### config.mk
export PLATFORM = sky130hd
export DESIGN_NAME = adc_seq_ctrl
export DESIGN_NICKNAME = d
export VERILOG_FILES = /design/src/rtl/adc_seq_pkg.sv /design/src/rtl/adc_seq_regs.sv /design/src/rtl/adc_seq_timer.sv /design/src/rtl/adc_seq_out.sv /design/src/rtl/adc_seq_ctrl.sv
export SDC_FILE = /design/constraint.sdc
export NUM_CORES = 1
export LEC_CHECK = 0
export ABC_CLOCK_PERIOD_IN_PS = 2900
export BUFFER_PORTS_ARGS = -buffer_cell sky130_fd_sc_hd__clkbuf_2
export CAP_MARGIN = 20
export CELL_PAD_IN_SITES_DETAIL_PLACEMENT = 1
export CELL_PAD_IN_SITES_GLOBAL_PLACEMENT = 1
export CORE_MARGIN = 2
export CORE_UTILIZATION = 30
export CTS_BUF_LIST = sky130_fd_sc_hd__clkbuf_2 sky130_fd_sc_hd__clkbuf_4 sky130_fd_sc_hd__clkbuf_8
export DETAILED_ROUTE_END_ITERATION = 12
export PLACE_DENSITY = 0.7
export SLEW_MARGIN = 20
export SYNTH_ARGS = -nofsm -noshare
export SYNTH_HDL_FRONTEND = slang
export SYNTH_SLANG_ARGS = --single-unit
### constraint.sdc
create_clock -name clk -period 2.9 [get_ports clk]
set_clock_uncertainty 0.2 [all_clocks]
set_input_delay 0.145 -clock clk [delete_from_list [all_inputs] [get_ports clk]]
set_output_delay 0.145 -clock clk [all_outputs]
set_load 0.01 [all_outputs]
### src/rtl/adc_seq_pkg.sv
package adc_seq_pkg;

    localparam int PSC_W     = 3;
    localparam int CHAN_W    = 4;
    localparam int REG_W     = 8;
    localparam int LONG_LEN  = 25;
    localparam int SHORT_LEN = 13;
    localparam int MAX_SHIFT = (1 << PSC_W) - 1;
    localparam int CNT_W     = $clog2(LONG_LEN << MAX_SHIFT) + 1;

    typedef struct packed {
        logic             en;
        logic             start;
        logic             auto_trig;
        logic             flag;
        logic             ie;
        logic [PSC_W-1:0] psc;
    } ctrl_t;

    // Conversion length in system clocks; a divider field of 0 acts as 1.
    function automatic logic [CNT_W-1:0] conv_cycles(input logic long_conv,
                                                      input logic [PSC_W-1:0] psc);
        int sh;
        int len;
        sh  = (psc == '0) ? 1 : int'(psc);
        len = long_conv ? LONG_LEN : SHORT_LEN;
        return CNT_W'(len << sh);
    endfunction

endpackage

### src/rtl/adc_seq_regs.sv
module adc_seq_regs
    import adc_seq_pkg::*;
(
    input  logic              clk,
    input  logic              rst,
    input  logic              wr_en,
    input  logic              wr_addr,
    input  logic [REG_W-1:0]  wr_data,
    input  logic              trig_in,
    input  logic              irq_ack,
    input  logic              conv_last,
    output ctrl_t             ctrl_q,
    output logic [CHAN_W-1:0] chan_q,
    output logic              start_go,
    output logic              complete,
    output logic              keep_run,
    output logic              long_conv,
    output logic [PSC_W-1:0]  psc_next
);

    ctrl_t             nxt;
    ctrl_t             wd;
    logic [CHAN_W-1:0] chan_n;
    logic              first_q, first_n;
    logic              wr_c, wr_m, req, en_rise;

    always_comb begin
        wd      = ctrl_t'(wr_data);
        wr_c    = wr_en && !wr_addr;
        wr_m    = wr_en && wr_addr;
        nxt     = ctrl_q;
        chan_n  = chan_q;
        if (wr_c) begin
            nxt.en        = wd.en;
            nxt.auto_trig = wd.auto_trig;
            nxt.ie        = wd.ie;
            nxt.psc       = wd.psc;
        end
        if (wr_m) chan_n = wr_data[CHAN_W-1:0];

        en_rise  = !ctrl_q.en && nxt.en;
        complete = conv_last && nxt.en;
        req      = (wr_c && wd.start) || (ctrl_q.auto_trig && trig_in);

        if (!nxt.en)           nxt.start = 1'b0;
        else if (ctrl_q.start) nxt.start = !complete;
        else                   nxt.start = req;

        start_go  = !ctrl_q.start && nxt.start;
        long_conv = first_q || en_rise;

        if (complete)                          nxt.flag = 1'b1;
        else if (irq_ack || (wr_c && wd.flag)) nxt.flag = 1'b0;

        if (start_go)     first_n = 1'b0;
        else if (en_rise) first_n = 1'b1;
        else              first_n = first_q;

        keep_run = nxt.start;
        psc_next = nxt.psc;
    end

    always_ff @(posedge clk) begin
        if (rst) begin
            ctrl_q  <= '0;
            chan_q  <= '0;
            first_q <= 1'b1;
        end else begin
            ctrl_q  <= nxt;
            chan_q  <= chan_n;
            first_q <= first_n;
        end
    end

    // a disabled unit never shows a busy start bit
    p_disabled_idle_r2: assert property (@(posedge clk) disable iff (rst)
        !ctrl_q.en |-> !ctrl_q.start);

    // a write that leaves the unit off cannot raise the start bit
    p_no_start_when_off_r9: assert property (@(posedge clk) disable iff (rst)
        (wr_en && !wr_addr && !wr_data[REG_W-1]) |=> !ctrl_q.start);

endmodule

### src/rtl/adc_seq_timer.sv
module adc_seq_timer
    import adc_seq_pkg::*;
(
    input  logic             clk,
    input  logic             rst,
    input  logic             load,
    input  logic             keep,
    input  logic [CNT_W-1:0] target,
    output logic             running,
    output logic             last
);

    logic [CNT_W-1:0] cnt_q;
    logic [CNT_W-1:0] tgt_q;

    always_ff @(posedge clk) begin
        if (rst) begin
            running <= 1'b0;
            cnt_q   <= '0;
            tgt_q   <= '0;
        end else if (load) begin
            running <= 1'b1;
            cnt_q   <= '0;
            tgt_q   <= target;
        end else if (!keep) begin
            running <= 1'b0;
            cnt_q   <= '0;
        end else if (running) begin
            cnt_q   <= cnt_q + 1'b1;
        end
    end

    assign last = running && (cnt_q == tgt_q - 1'b1);

    // the count never passes the latched conversion length
    p_count_bound_r3: assert property (@(posedge clk) disable iff (rst)
        running |-> (cnt_q < tgt_q));

endmodule

### src/rtl/adc_seq_out.sv
module adc_seq_out
    import adc_seq_pkg::*;
#(
    parameter int SAMPLE_W = 10
) (
    input  logic                clk,
    input  logic                rst,
    input  logic                start_go,
    input  logic [CHAN_W-1:0]   chan,
    input  logic                complete,
    input  logic [SAMPLE_W-1:0] sample_in,
    output logic                trig_out,
    output logic [CHAN_W-1:0]   trig_chan,
    output logic                done,
    output logic [SAMPLE_W-1:0] result
);

    always_ff @(posedge clk) begin
        if (rst) begin
            trig_out  <= 1'b0;
            trig_chan <= '0;
            done      <= 1'b0;
            result    <= '0;
        end else begin
            trig_out <= start_go;
            done     <= complete;
            if (start_go) trig_chan <= chan;
            if (complete) result    <= sample_in;
        end
    end

    // trigger-out is a single-cycle pulse
    p_trig_single_r7: assert property (@(posedge clk) disable iff (rst)
        trig_out |=> !trig_out);

    // completion is a single-cycle pulse
    p_done_single_r5: assert property (@(posedge clk) disable iff (rst)
        done |=> !done);

endmodule

### src/rtl/adc_seq_ctrl.sv
module adc_seq_ctrl
    import adc_seq_pkg::*;
#(
    parameter int SAMPLE_W = 10
) (
    input  logic                clk,
    input  logic                rst,
    input  logic                wr_en,
    input  logic                wr_addr,
    input  logic [7:0]          wr_data,
    input  logic                trig_in,
    input  logic                irq_ack,
    input  logic [SAMPLE_W-1:0] sample_in,
    output logic [7:0]          ctrl_o,
    output logic [3:0]          chan_o,
    output logic                trig_out,
    output logic [3:0]          trig_chan,
    output logic                done,
    output logic [SAMPLE_W-1:0] result,
    output logic                irq
);

    ctrl_t             ctrl_q;
    logic [CHAN_W-1:0] chan_q;
    logic              start_go, complete, keep_run, long_conv;
    logic [PSC_W-1:0]  psc_next;
    logic              running, conv_last;
    logic [CNT_W-1:0]  target;

    adc_seq_regs u_regs (
        .clk       (clk),
        .rst       (rst),
        .wr_en     (wr_en),
        .wr_addr   (wr_addr),
        .wr_data   (wr_data),
        .trig_in   (trig_in),
        .irq_ack   (irq_ack),
        .conv_last (conv_last),
        .ctrl_q    (ctrl_q),
        .chan_q    (chan_q),
        .start_go  (start_go),
        .complete  (complete),
        .keep_run  (keep_run),
        .long_conv (long_conv),
        .psc_next  (psc_next)
    );

    assign target = conv_cycles(long_conv, psc_next);

    adc_seq_timer u_timer (
        .clk     (clk),
        .rst     (rst),
        .load    (start_go),
        .keep    (keep_run),
        .target  (target),
        .running (running),
        .last    (conv_last)
    );

    adc_seq_out #(.SAMPLE_W(SAMPLE_W)) u_out (
        .clk       (clk),
        .rst       (rst),
        .start_go  (start_go),
        .chan      (chan_q),
        .complete  (complete),
        .sample_in (sample_in),
        .trig_out  (trig_out),
        .trig_chan (trig_chan),
        .done      (done),
        .result    (result)
    );

    assign ctrl_o = ctrl_q;
    assign chan_o = chan_q;
    assign irq    = ctrl_q.flag && ctrl_q.ie;

    // the register start bit and the timer agree on busy
    p_busy_tracks_timer_r1: assert property (@(posedge clk) disable iff (rst)
        ctrl_q.start == running);

    // a completion leaves the flag set and the start bit clear
    p_done_state_r5: assert property (@(posedge clk) disable iff (rst)
        done |-> (ctrl_q.flag && !ctrl_q.start));

endmodule

=== Yosys cells after proc, flatten, opt, wreduce, memory -nomap -nowiden ===
Cells that the tools add are included.

* Equal/unequal tests: 2
* Shifts and indexed selects: 1
* Bitwise gates (word level): 1
* Reductions and logical operators: 21
* Muxes and demuxes: 12
* Add/subtract/negate cells: 2

{| class="wikitable"
|+ Operators with widths
! operator !! number
|-
| $add 13x1->13 const B || 1
|-
| $eq 13x13->1 || 1
|-
| $shl 5x3->13 || 1
|-
| $sub 13x1->13 const B || 1
|-
| $logic_and 1x1->1 || 10
|-
| $mux 1 || 9
|-
| $mux 3 || 2
|-
| $mux 5 || 1
|-
| $logic_not 1->1 || 4
|-
| $reduce_bool 2->1 || 2
|-
| $logic_not 3->1 || 1
|-
| $logic_or 1x1->1 || 3
|-
| $reduce_or 3->1 || 1
|-
| $ne 2x1->1 const B || 1
|-
| $not 1->1 || 1
|}

* Output and inout bits: 29
* Input port bits: 24
* Flip-flop bits (word level): 56
* Logic and storage cells: 54

=== Logic depth before layout (Yosys ltp) ===
* Depth in word-level cells: 9
* Gate-level depth with buffers: 11
* Mapped depth without buffers: 8

=== Hierarchy ===
A second synthesis with hierarchy kept.

* Cell total of the unflattened synthesis: 312
* Area total of the unflattened synthesis: 2807.7 µm²

{| class="wikitable"
|+ By module, submodules not included
! module !! seq. area each (µm²) !! cells each !! area an instance (µm²) !! times used
|-
| adc_seq_timer || 540.5 || 168 || 1485.2 || 1
|-
| adc_seq_regs || 260.2 || 66 || 550.5 || 1
|-
| adc_seq_out || 320.3 || 49 || 546.8 || 1
|-
| adc_seq_ctrl || 0.0 || 29 || 225.2 || 1
|}

=== Worst setup path before layout ===
Ideal clock, no wire load.

* Path type: reg2reg
* Start: reg u_timer.tgt_q[0]
* End: reg u_out.result[2]
* Stages on the path, launching flop included: 12
* Period minus slack after synthesis: 2.809 ns
* Setup slack: 0.091 ns
* Required time: 2.628 ns
* Library setup time: 0.072 ns
* Arrival time: 2.538 ns
* Path buffers: 3
* Path through: dfxtp_1 -> buf_6 -> inv_1 -> ha_1 -> buf_4 -> or3b_4 -> o41ai_2 -> o41ai_1 -> a21o_1 -> nor4_4 -> buf_6 -> mux2i_1

* Word-level cells in the longest chain between the ends: 4

{| class="wikitable"
|+ RTL lines
! what !! RTL line !! RTL
|-
| from (decl) || adc_seq_timer.sv:14 || <nowiki>logic [CNT_W-1:0] tgt_q;</nowiki>
|-
| from (signal assigned) || adc_seq_timer.sv:24 || <nowiki>tgt_q <= target;</nowiki>
|-
| $sub 13x1->13 || adc_seq_timer.sv:33 || <nowiki>assign last = running && (cnt_q == tgt_q - 1'b1);</nowiki>
|-
| $eq 13x13->1 || adc_seq_timer.sv:33 ||
|-
| $logic_and 1x1->1 || adc_seq_timer.sv:33 ||
|-
| $logic_and 1x1->1 || adc_seq_regs.sv:42 || <nowiki>complete = conv_last && nxt.en;</nowiki>
|-
| to (signal assigned) || adc_seq_out.sv:28 || <nowiki>if (complete) result <= sample_in;</nowiki>
|-
| to (decl) || adc_seq_out.sv:15 || <nowiki>output logic [SAMPLE_W-1:0] result</nowiki>
|}

No other way between the ends.
A chain may end at the register's enable or synchronous reset.

=== Final worst setup path ===
* Start: reg u_timer.tgt_q[2]
* End: reg u_out.result[9]

Same word-level chain as after synthesis.

==> run_results.csv <==
group,metric,value,unit
setup_path,end_kind,"flop",
pwr,p_total,1420,uW
finish,fin_area,3620,um^2
timing,post-route-period-util,94.2,%
drt,num_vias,2753,
setup_path,critPathSlowestCell,"or4_4",
synth,ys_warn_count,0,
synth,synth_xor_area_share,7.57,%
timing,fmax,366,MHz
setup_path,worstPathArrival,2.77,ns
timing,slew_violations,0,
drt,avgViaCountPerCell,5.07,
synth,synth-simple-area-share,28.5,%
global_route,gr-total-overflow,0,
global_route,antenna_found_initial,0,
synth,synth_area_per_cell,8.38,um^2
timing,whs,0.0397,ns
drt,ant_nets,0,
clock_network,clockBufferDepth,2,
synth,synth_edf_count,0,
floorplanning,die_w,102,um
clock_network,htreeDepth,2,
clock_network,clk_latency,0.31,ns
synth,synth_top_family_by_area,"simple AND/OR/NAND/NOR gates",
synth,synth_cells,345,
pwr,vdd_drop_max,222,uV
drt,first_pass_iters,4,
placed_design,gp_congestion,0.847,
placed_design,hpwl,5520,um
finish,final_cell_mix,"dfxtp_1, clkbuf_2, nand2_1",
global_route,grt_usage,15.4,%
global_route,grt_pass1_vias,2679,
setup_path,cp_top_family,"simple AND/OR/NAND/NOR gates",
setup_path,required,2.94,ns
clock_network,cts_inserted_buffers,5,
outcome,status,"finished, final reports clean",
synth,synth_compound_area_share,14.3,%
min_path,worst_hold_path_type,"in -> reg",
timing,slew_headroom,55.2,%
setup_path,path_class,"reg -> reg",
synth,syn-num-nets,371,
floorplanning,fp.coreArea,9280,um^2
floorplanning,num_io_pins,53,
synth,synth_adder_area_share,0.865,%
clock_network,clk_pin_slew,0.11,ns
timing,tightest_slew,0.672,ns
drt,postRouteWirelength,7880,um
setup_path,cp_num_buf_inv,2,
timing,rsz0062_at_grt,"false",
synth,yosysSeqAreaShare,38.1,%
synth,synth_mux_area_share,5.62,%
global_route,grt_max_degree,52,
flow_run,drv_cap,0,
finish,diodes,0,
pwr,pwr_density_cell,393,nW/um^2
floorplanning,rows,35,
placed_design,place_ws,0.182,ns
clock_network,cts_root_buffer,"clkbuf_8",
global_route,grt_pass1_wl,12900,um
synth,yosys_most_used_dff,"dfxtp_1",
setup_path,max_stage_delay,0.56,ns
drt,drcViolationCount,0,
synth,syn_area,2890,um^2
placed_design,port_buffers,52,
timing,final_hold_viol_count,0,
timing,fin_ws,0.168,ns
finish,syn_to_final_growth,25.3,%
drt,drtIter0Drc,141,
synth,ys_ff_latch,55,
setup_path,path_max_fanout,12,
clock_network,cts_tree,"done",
setup_path,start_kind,"flop",
floorplanning,die_h,102,um
timing,setup_viol,0,
finish,final_common_cell,"dfxtp_1",
synth,synth_cell_types,53,
clock_network,cts_sinks,55,
timing,fin_tns_setup,0,ns
finish,nNetsFinal,439,
synth,synthArstFlopShare,0,%
placed_design,placed_cell_area,3270,um^2
setup_path,path_cells,"or4_4 -> nor4_1 -> a311oi_1 -> a22o_1 -> nor4_4 -> buf_4 -> buf_12 -> mux2i_1",
timing,fin_crit,2.73,ns
drt,avgRoutedWirePerCell,14.5,um
floorplanning,start_util,31.2,%
finish,drive_above_1_share,20.8,%
pwr,leakage,0.00138,uW
floorplanning,die_area,10400,um^2
==> flip-flops by register name (all words and copies together), names as in the netlist <==
name             cells
u_out.result        10
u_regs.first_q       1
u_timer.tgt_q       12
u_timer.running      1
u_out.trig_out       1
u_out.trig_chan      4
u_regs.chan_q        4
u_timer.cnt_q       13
u_regs.ctrl_q        8
u_out.done           1
==> path summary, 6_finish.rpt <==
check / startpoint / to / slack (ns) / cells past startpoint
min: irq_ack / u_regs.ctrl_q[4] / 0.04 / 4
max: u_timer.tgt_q[2] / u_out.result[9] / 0.17 / 8
min reg2reg: u_out.trig_chan[0] / u_out.trig_chan[0] / 0.26 / 2
max reg2reg: u_timer.tgt_q[2] / u_out.result[9] / 0.17 / 8
==> cells in the mapped netlist, drive strengths merged (4+ instances only) <==
cell type   n  area, um^2
dfxtp      55        1100
nand2      34         128
nor2       27         101
a21oi      24         120
nand2b     24         150
nor3       23         115
clkbuf     15        56.3
mux2i      14         140
xor2       14         123
nand3      11        55.1
xnor2      11        96.3
nor4        9        71.3
buf         8        66.3
nand4       8        50.1
inv         7        26.3
and3        4        25.0
nor3b       4        30.0
==> area by class of cell <==
class	instances	area (um^2)
timing repair buffer	84	583
clock buffer	6	76.3
clock inverter	2	16.3
inverter	7	26.3
fill	1169	5660
tap	129	161
multi-input combinational	260	1660
sequential	55	1100
==> kinds of logic (layout without fill, tap and decap cells) <==
group,Yosys count,count (layout)
AOI/OAI and AO/OA,60,60
and+or+nand+nor,157,157
muxes,16,16
adders and majority gates,2,2
DFF,55,55
buffers and inverters,30,99
xor gates and xnor gates,25,25
==> through the flow <==
step	std cells	util, %
finish	543	39.0
global route	543	39.0
CTS	541	38.5
detailed placement	512	35.2
global placement	512	35.2
floorplan	345	-
==> timing repair <==
item	in CTS	in global routing
setup buffers	0	1
gates resized for setup	0	4
hold buffers	21	0
hold endpoints to repair	17	0
setup endpoints to repair	0	9
==> tightest hold or removal path, stage by stage <==
cell      delay [ns]
clkbuf_2        0.07
nand2b_1        0.08
a21oi_1         0.04
o21ba_2         0.18
==> report_power, final <==
group	total, uW	switching, uW	internal (uW)
sequential	781	14.6	766
combinational	188	99.2	89.3
clock	454	270	184
total	1420	384	1040
==> layer usage <==
| metal | up-vias | wire (um) | GRT usage (%) |
|---|---|---|---|
| met5 | - | 0 | 0 |
| met4 | 0 | 125 | 4.41 |
| met3 | 12 | 239 | 2.74 |
| met2 | 48 | 3810 | 26.0 |
| met1 | 1342 | 3700 | 20.3 |
| li1 | 1351 | - | - |
Note: power is estimated with default switching activity, not from simulation.
